$ cat src/rtl/page_bus_seq.sv
module page_bus_seq #(
  parameter int AW = 16,
  parameter int DW = 8,
  parameter int SW = 3
) (
  input  logic          clk,
  input  logic          rst_n,
  input  logic          req,
  input  logic          req_code,
  input  logic          req_we,
  input  logic [AW-1:0] req_addr,
  input  logic [DW-1:0] req_wdata,
  input  logic [SW-1:0] cfg_stretch,
  output logic          rdy,
  output logic [DW-1:0] rdata,
  output logic          ale,
  output logic          psen,
  output logic          rd_stb,
  output logic          wr_stb,
  output logic [AW-DW-1:0] p2_out,
  output logic [DW-1:0] p0_out,
  output logic          p0_oe,
  input  logic [DW-1:0] p0_in
);
  localparam int HW = AW - DW;

  typedef enum logic [2:0] {PH_IDLE, PH_LATCH, PH_SETUP, PH_ADDR, PH_DATA} ph_t;

  ph_t           ph_q, cur;
  logic [SW-1:0] cnt_q;
  logic [HW-1:0] hi_q;
  logic          hi_v;
  logic          miss, is_wr, last;

  assign miss  = !hi_v || (hi_q != req_addr[AW-1:DW]);
  assign is_wr = !req_code && req_we;

  always_comb begin
    cur = PH_IDLE;
    if (req) begin
      if (ph_q == PH_IDLE) cur = miss ? PH_LATCH : PH_ADDR;
      else                 cur = ph_q;
    end
  end

  assign last   = (cur == PH_DATA) && (cnt_q == '0);
  assign ale    = (cur == PH_LATCH);
  assign p2_out = ale ? req_addr[AW-1:DW] : hi_q;
  assign psen   = (cur == PH_DATA) && req_code;
  assign rd_stb = (cur == PH_DATA) && !req_code && !req_we;
  assign wr_stb = (cur == PH_DATA) && is_wr;
  assign p0_oe  = (cur == PH_ADDR) || wr_stb;
  assign p0_out = (cur == PH_ADDR) ? req_addr[DW-1:0] : (wr_stb ? req_wdata : '0);
  assign rdy    = last;
  assign rdata  = (last && !is_wr) ? p0_in : '0;

  always_ff @(posedge clk) begin
    if (!rst_n) begin
      ph_q  <= PH_IDLE;
      cnt_q <= '0;
      hi_q  <= '0;
      hi_v  <= 1'b0;
    end else begin
      case (cur)
        PH_LATCH: begin
          hi_q <= req_addr[AW-1:DW];
          hi_v <= 1'b1;
          ph_q <= PH_SETUP;
        end
        PH_SETUP: ph_q <= PH_ADDR;
        PH_ADDR: begin
          ph_q  <= PH_DATA;
          cnt_q <= req_code ? '0 : cfg_stretch;
        end
        PH_DATA: begin
          if (cnt_q == '0) ph_q <= PH_IDLE;
          else             cnt_q <= cnt_q - 1'b1;
        end
        default: ;
      endcase
    end
  end

  a_r7_one_strobe: assert property (@(posedge clk) disable iff (!rst_n)
    $onehot0({ale, psen, rd_stb, wr_stb}));

  a_r4_ale_single: assert property (@(posedge clk) disable iff (!rst_n)
    ale |=> !ale);

  a_r4_setup_quiet: assert property (@(posedge clk) disable iff (!rst_n)
    (ale && req) |=> (!psen && !rd_stb && !wr_stb && !p0_oe));

  a_r5_hi_port_holds: assert property (@(posedge clk) disable iff (!rst_n)
    !ale |-> $stable(p2_out));

  a_r6_write_driven: assert property (@(posedge clk) disable iff (!rst_n)
    wr_stb |-> p0_oe);

  a_r8_rdy_with_strobe: assert property (@(posedge clk) disable iff (!rst_n)
    rdy |-> (req && (psen || rd_stb || wr_stb)));

  a_r7_strobe_continuous: assert property (@(posedge clk) disable iff (!rst_n)
    ((psen || rd_stb || wr_stb) && !rdy) |=> (psen || rd_stb || wr_stb));
endmodule

$ cat config.mk
export PLATFORM = sky130hd
export DESIGN_NAME = page_bus_seq
export DESIGN_NICKNAME = d
export VERILOG_FILES = /design/src/rtl/page_bus_seq.sv
export SDC_FILE = /design/constraint.sdc
export NUM_CORES = 1
export LEC_CHECK = 0
export BUFFER_PORTS_ARGS = -buffer_cell sky130_fd_sc_hd__buf_2
export CELL_PAD_IN_SITES_DETAIL_PLACEMENT = 0
export CELL_PAD_IN_SITES_GLOBAL_PLACEMENT = 1
export CORE_MARGIN = 10
export CORE_UTILIZATION = 31
export DETAILED_ROUTE_END_ITERATION = 10
export HOLD_SLACK_MARGIN = 0.1
export PLACE_DENSITY = 0.84
export SETUP_SLACK_MARGIN = 0.02
export SLEW_MARGIN = 10
export SYNTH_ARGS = -nofsm -noshare
export SYNTH_HDL_FRONTEND = slang
export SYNTH_SLANG_ARGS = --single-unit
$ cat constraint.sdc
create_clock -name clk -period 5.3 [get_ports clk]
set_input_delay 0 -clock clk [delete_from_list [all_inputs] [get_ports clk]]
set_output_delay 0 -clock clk [all_outputs]
set_load 0.1 [all_outputs]
# After elaboration in Yosys (flattened, before gate mapping)
# Cells that the tools add are included.
totals:
  regBits: 15
  input_bits: 40
classes:
  add_sub_neg: 1
  n_eq_ne: 7
  n_mux: 12
  n_reduce_logical: 19
ops:
  columns: ["op", "count"]
  rows:
  - ["$mux 8", 4]
  - ["$mux 3", 5]
  - ["$pmux 3 s4", 1]
  - ["$ne 8x8->1", 1]
  - ["$logic_and 1x1->1", 7]
  - ["$eq 3x2->1 const B", 2]
  - ["$logic_not 3->1", 2]
  - ["$pmux 3 s2", 1]
  - ["$logic_not 1->1", 4]
  - ["$reduce_and 2->1", 2]
  - ["$reduce_bool 4->1", 1]
  - ["$eq 3x1->1 const B", 1]
  - ["$eq 3x3->1 const B", 1]
  - ["$sub 3x1->3 const B", 1]
  - ["$logic_or 1x1->1", 2]
  - ["$mux 2", 1]
  - ["$ne 2x1->1 const B", 1]
  - ["$ne 2x2->1 const B", 1]
  - ["$reduce_bool 2->1", 1]

# Logic depth before layout (Yosys ltp)
depth:
  depth_word: 9
  mapped_depth: 7

# Worst setup path before layout
# Ideal clock, no wire load.
synth_path:
  kind: "reg-to-output"
  startpoint: "reg ph_q[1]"
  endpoint: "out rd_stb"
  arrival_ps: 2864
  path_slack_ps: 2436
  path_stages_with_launch: 6
  n_path_buf: 2
  cell_sequence: "dfxtp_1 buf_6 nor2_1 nand3_1 clkbuf_1 nor3_1"
synth_between:
  elab_chain_cells: 6
synth_rtl:
  columns: ["element", "line_no", "text"]
  rows:
  - ["from (decl)", "29", "ph_t ph_q, cur;"]
  - ["from (signal assigned)", "59", "ph_q <= PH_IDLE;"]
  - ["from (signal assigned)", "68", "ph_q <= PH_SETUP;"]
  - ["from (signal assigned)", "70", "PH_SETUP: ph_q <= PH_ADDR;"]
  - ["$logic_not 3->1", "41", "if (ph_q == PH_IDLE) cur = miss ? PH_LATCH : PH_ADDR;"]
  - ["$mux 3 *", "41", null]
  - ["$mux 3 *", "40", "if (req) begin"]
  - ["$eq 3x3->1 *", "50", "assign rd_stb = (cur == PH_DATA) && !req_code && !req_we;"]
  - ["$logic_and 1x1->1 * (2 in series)", "50", null]
  - ["to (decl)", "18", "output logic rd_stb,"]
# Mark *: on every way between the ends. The rest lies on a longest branch, timed or not.

# Worst setup path after layout
layout_path:
  startpoint: "reg ph_q[1]"
  endpoint: "out p2_out[7]"
layout_between:
  elab_chain_cells: 5
layout_rtl:
  columns: ["element", "line_no", "text"]
  rows:
  - ["$logic_not 3->1", "41", null]
  - ["$mux 3 *", "41", null]
  - ["$mux 3 *", "40", null]
  - ["$eq 3x1->1 *", "47", "assign ale = (cur == PH_LATCH);"]
  - ["$mux 8 *", "48", "assign p2_out = ale ? req_addr[AW-1:DW] : hi_q;"]
  - ["to (decl)", "20", "output logic [AW-DW-1:0] p2_out,"]
# Marked as above.

==> impl_metrics.toml <==
[yosys]
yosysWarningCount = 0
synthTopCellsByArea = "dfxtp_1, mux2_4, and2_1"
syn_avg_cell_area_sq_um = 8.77
yosys.area.top_type = "dfxtp_1"
synth_ff_type = "dfxtp_1"
ys_seq_area_share_pct = 27.2
synth_cell_types = 43
synth_fp_nets = 168
synth_edf_count = 0
syn_inst = 126
synthArstFlopShare_pct = 0
synth.top_cell.area_share_pct = 27.2
post_synth_instance_area_sq_um = 1100
synth-seq-cells = 15

[clocking]
cts_setup_buffers = 0
clock_latency_ns = 0.28
cts_resized = 0
cts_num_sinks = 15
htree_levels = 1
cts_buffer_depth = 2
clkTransAtPathRegs_ns = 0.10
cts_tree = "yes"
cts-root-buf = "clkbuf_4"
numCtsBuffers = 3
cts_hold_buffers = 7

[die]
start_util_pct = 32.6
chipWidth_um = 79.7
dieArea_sq_um = 6350
die_h_um = 79.7
fp-row-count = 21
fp.coreArea_sq_um = 3390
io_pins = 70

[grt]
grt_pass1_wl_um = 5530
grt_max_degree = 19
grt_most_used_layer = "met2"
antenna_found_initial = 0
grt_use_total_pct = 10.2
grt_pass1_vias = 1171
use_met1_pct = 13.0
use_met2_pct = 13.9
overflow = 0
met3_usage_pct = 6.64

[cells_and_area]
drive_gt1_share_pct = 44.5
antenna_cells = 0
final_core_util_pct = 46.2
n_fill_cell = 326
fin_nets = 243
stdcell_count = 246
area_growth_pct = 41.8

[route]
drt_first_pass_iters = 4
wl_per_cell_um = 13.8
vias_per_cell = 4.72
totalWireLength_um = 3400
drtIter0Drc = 38
vias = 1161
route.detailed.drc = 0
postRouteAntennaNets = 0

[power_and_ir_drop]
leakagePower_nw = 0.797
power.density_nw_per_um2 = 248
total_power_w = 0.000388
max-vdd-ir-drop_mv = 0.138

[worst_setup_path]
cp.required_ns = 5.30
cp-start-kind = "flip-flop"
path_cells = "nor4b_2, and4_4, a311oi_2, mux2_2, buf_2"
crit_family = "compound AO/OA/AOI/OAI gates"
cp-end-kind = "primary output"
slowest_delay_ns = 0.95
worstPathArrival_ns = 2.80
timing_worst_setup_path_type = "reg -> out"
critical_path.max_fanout = 11
crit_buf_inv = 1
critPathSlowestCell = "a311oi_2"

[timing]
max_slew.worst_pin.slew_ns = 1.13
final_max_slew_viol_count = 0
max_freq_mhz = 358
report.final.setup_viol = 0
fin_tns_setup_ns = 0
finalHoldViolCount = 0
period_minus_slack_ns = 2.80
post-route-period-util_pct = 52.8
rsz0062_at_grt = "no"
fin_hold_ws_ns = 0.106
skew_ns = 0.00623
slew_headroom_pct = 24.5

[place]
portBuffers = 69
dp.final_hpwl_um = 2760
place_congestion = 0.773
place_inst = 235

[worst_hold_path]
worstHoldPathType = "in -> reg"

[run]
drv_cap = 0

[status]
status = "finished, final reports clean"
worst reg2reg max path, cell delays in order, from the launching register on:
cell and delay [ns]:
dfxtp_1 0.51, nor4b_2 0.09, and4_4 0.20, a311oi_2 0.95, mux2_2 0.43, and2_1 0.15
cell families after synthesis:
family | count (synthesis) | synth area share [%]
AND/OR/NAND/NOR | 57 | 30.2
AO/OA/AOI/OAI | 25 | 17.8
flip-flops | 15 | 27.2
buffers and inverters | 10 | 4.76
multiplexers | 9 | 11.4
XOR/XNOR | 8 | 6.34
adder cells (fa/ha/maj) | 2 | 2.26
routing by layer:
metal  vias to the layer above  part of all wire [%]
met5                         -                     0
met4                         0                  0.21
met3                         2                    17
met2                        69                    35
met1                       492                    48
li1                        598                     -
final cells by class:
type	count	area, sq um	area share, %
inverters	4	15.0	0.958
clock buffers	4	26.3	1.68
flip-flops and latches	15	300	19.2
multi-input cells	101	752	48.0
well taps	46	57.6	3.67
repair buffers	76	415	26.5
state kept, by name, indices dropped and copies added, names as in the netlist:
| name | count |
|---|---|
| hi_q | 8 |
| ph_q | 3 |
| hi_v | 1 |
| cnt_q | 3 |
where the power goes:
group | leakage [nW] | switching [W] | internal [W]
logic | 0.659 | 0.000139 | 0.0000542
registers | 0.123 | 0.00000735 | 0.000121
clock network | 0.0150 | 0.0000376 | 0.0000292
total | 0.797 | 0.000184 | 0.000204
cell usage after synthesis, types with 2 or more instances:
master	number
and2_1	15
dfxtp_1	15
nand2_1	11
a22o_1	8
mux2_4	7
nor2_1	7
inv_1	4
nand3_1	4
nor2b_1	4
o21ai_0	4
xnor2_1	4
xor2_1	4
clkbuf_1	3
nor3_1	3
a21oi_1	2
buf_6	2
ha_1	2
nand2b_1	2
layout by cell type (no fill, tap or decap), types with 3 or more instances in the layout:
| cell | netlist | final |
|---|---|---|
| a22o_1 | 8 | 8 |
| and2_1 | 15 | 15 |
| buf_2 | 0 | 69 |
| clkbuf_4 | 0 | 3 |
| dfxtp_1 | 15 | 15 |
| dlygate4sd3_1 | 0 | 7 |
| inv_1 | 4 | 4 |
| mux2_4 | 7 | 7 |
| nand2_1 | 11 | 11 |
| nand3_1 | 4 | 4 |
| nor2_1 | 7 | 7 |
| nor2b_1 | 4 | 4 |
| nor3_1 | 3 | 3 |
| o21ai_0 | 4 | 4 |
| xnor2_1 | 4 | 4 |
| xor2_1 | 4 | 4 |
worst paths after layout:
check / from / endpoint / slack, ns / cells after the start
worst max-delay path: ph_q[1] / p2_out[7] / 2.50 / 5
worst min-delay path: req_addr[13] / hi_q[5] / 0.11 / 3
worst max register to register: ph_q[1] / hi_q[7] / 2.87 / 5
worst min register to register: cnt_q[1] / cnt_q[1] / 0.47 / 2
metrics by stage:
stage | setup slack (ns) | instance area [sq um]
6_report | 2.50 | 1570
5_1_grt | 2.36 | 1570
4_1_cts | 2.50 | 1570
3_5_place_dp | 2.82 | 1470
3_3_place_gp | 2.84 | 1470
2_1_floorplan | 2.44 | 1100
Note: power is estimated with default switching activity, not from simulation.
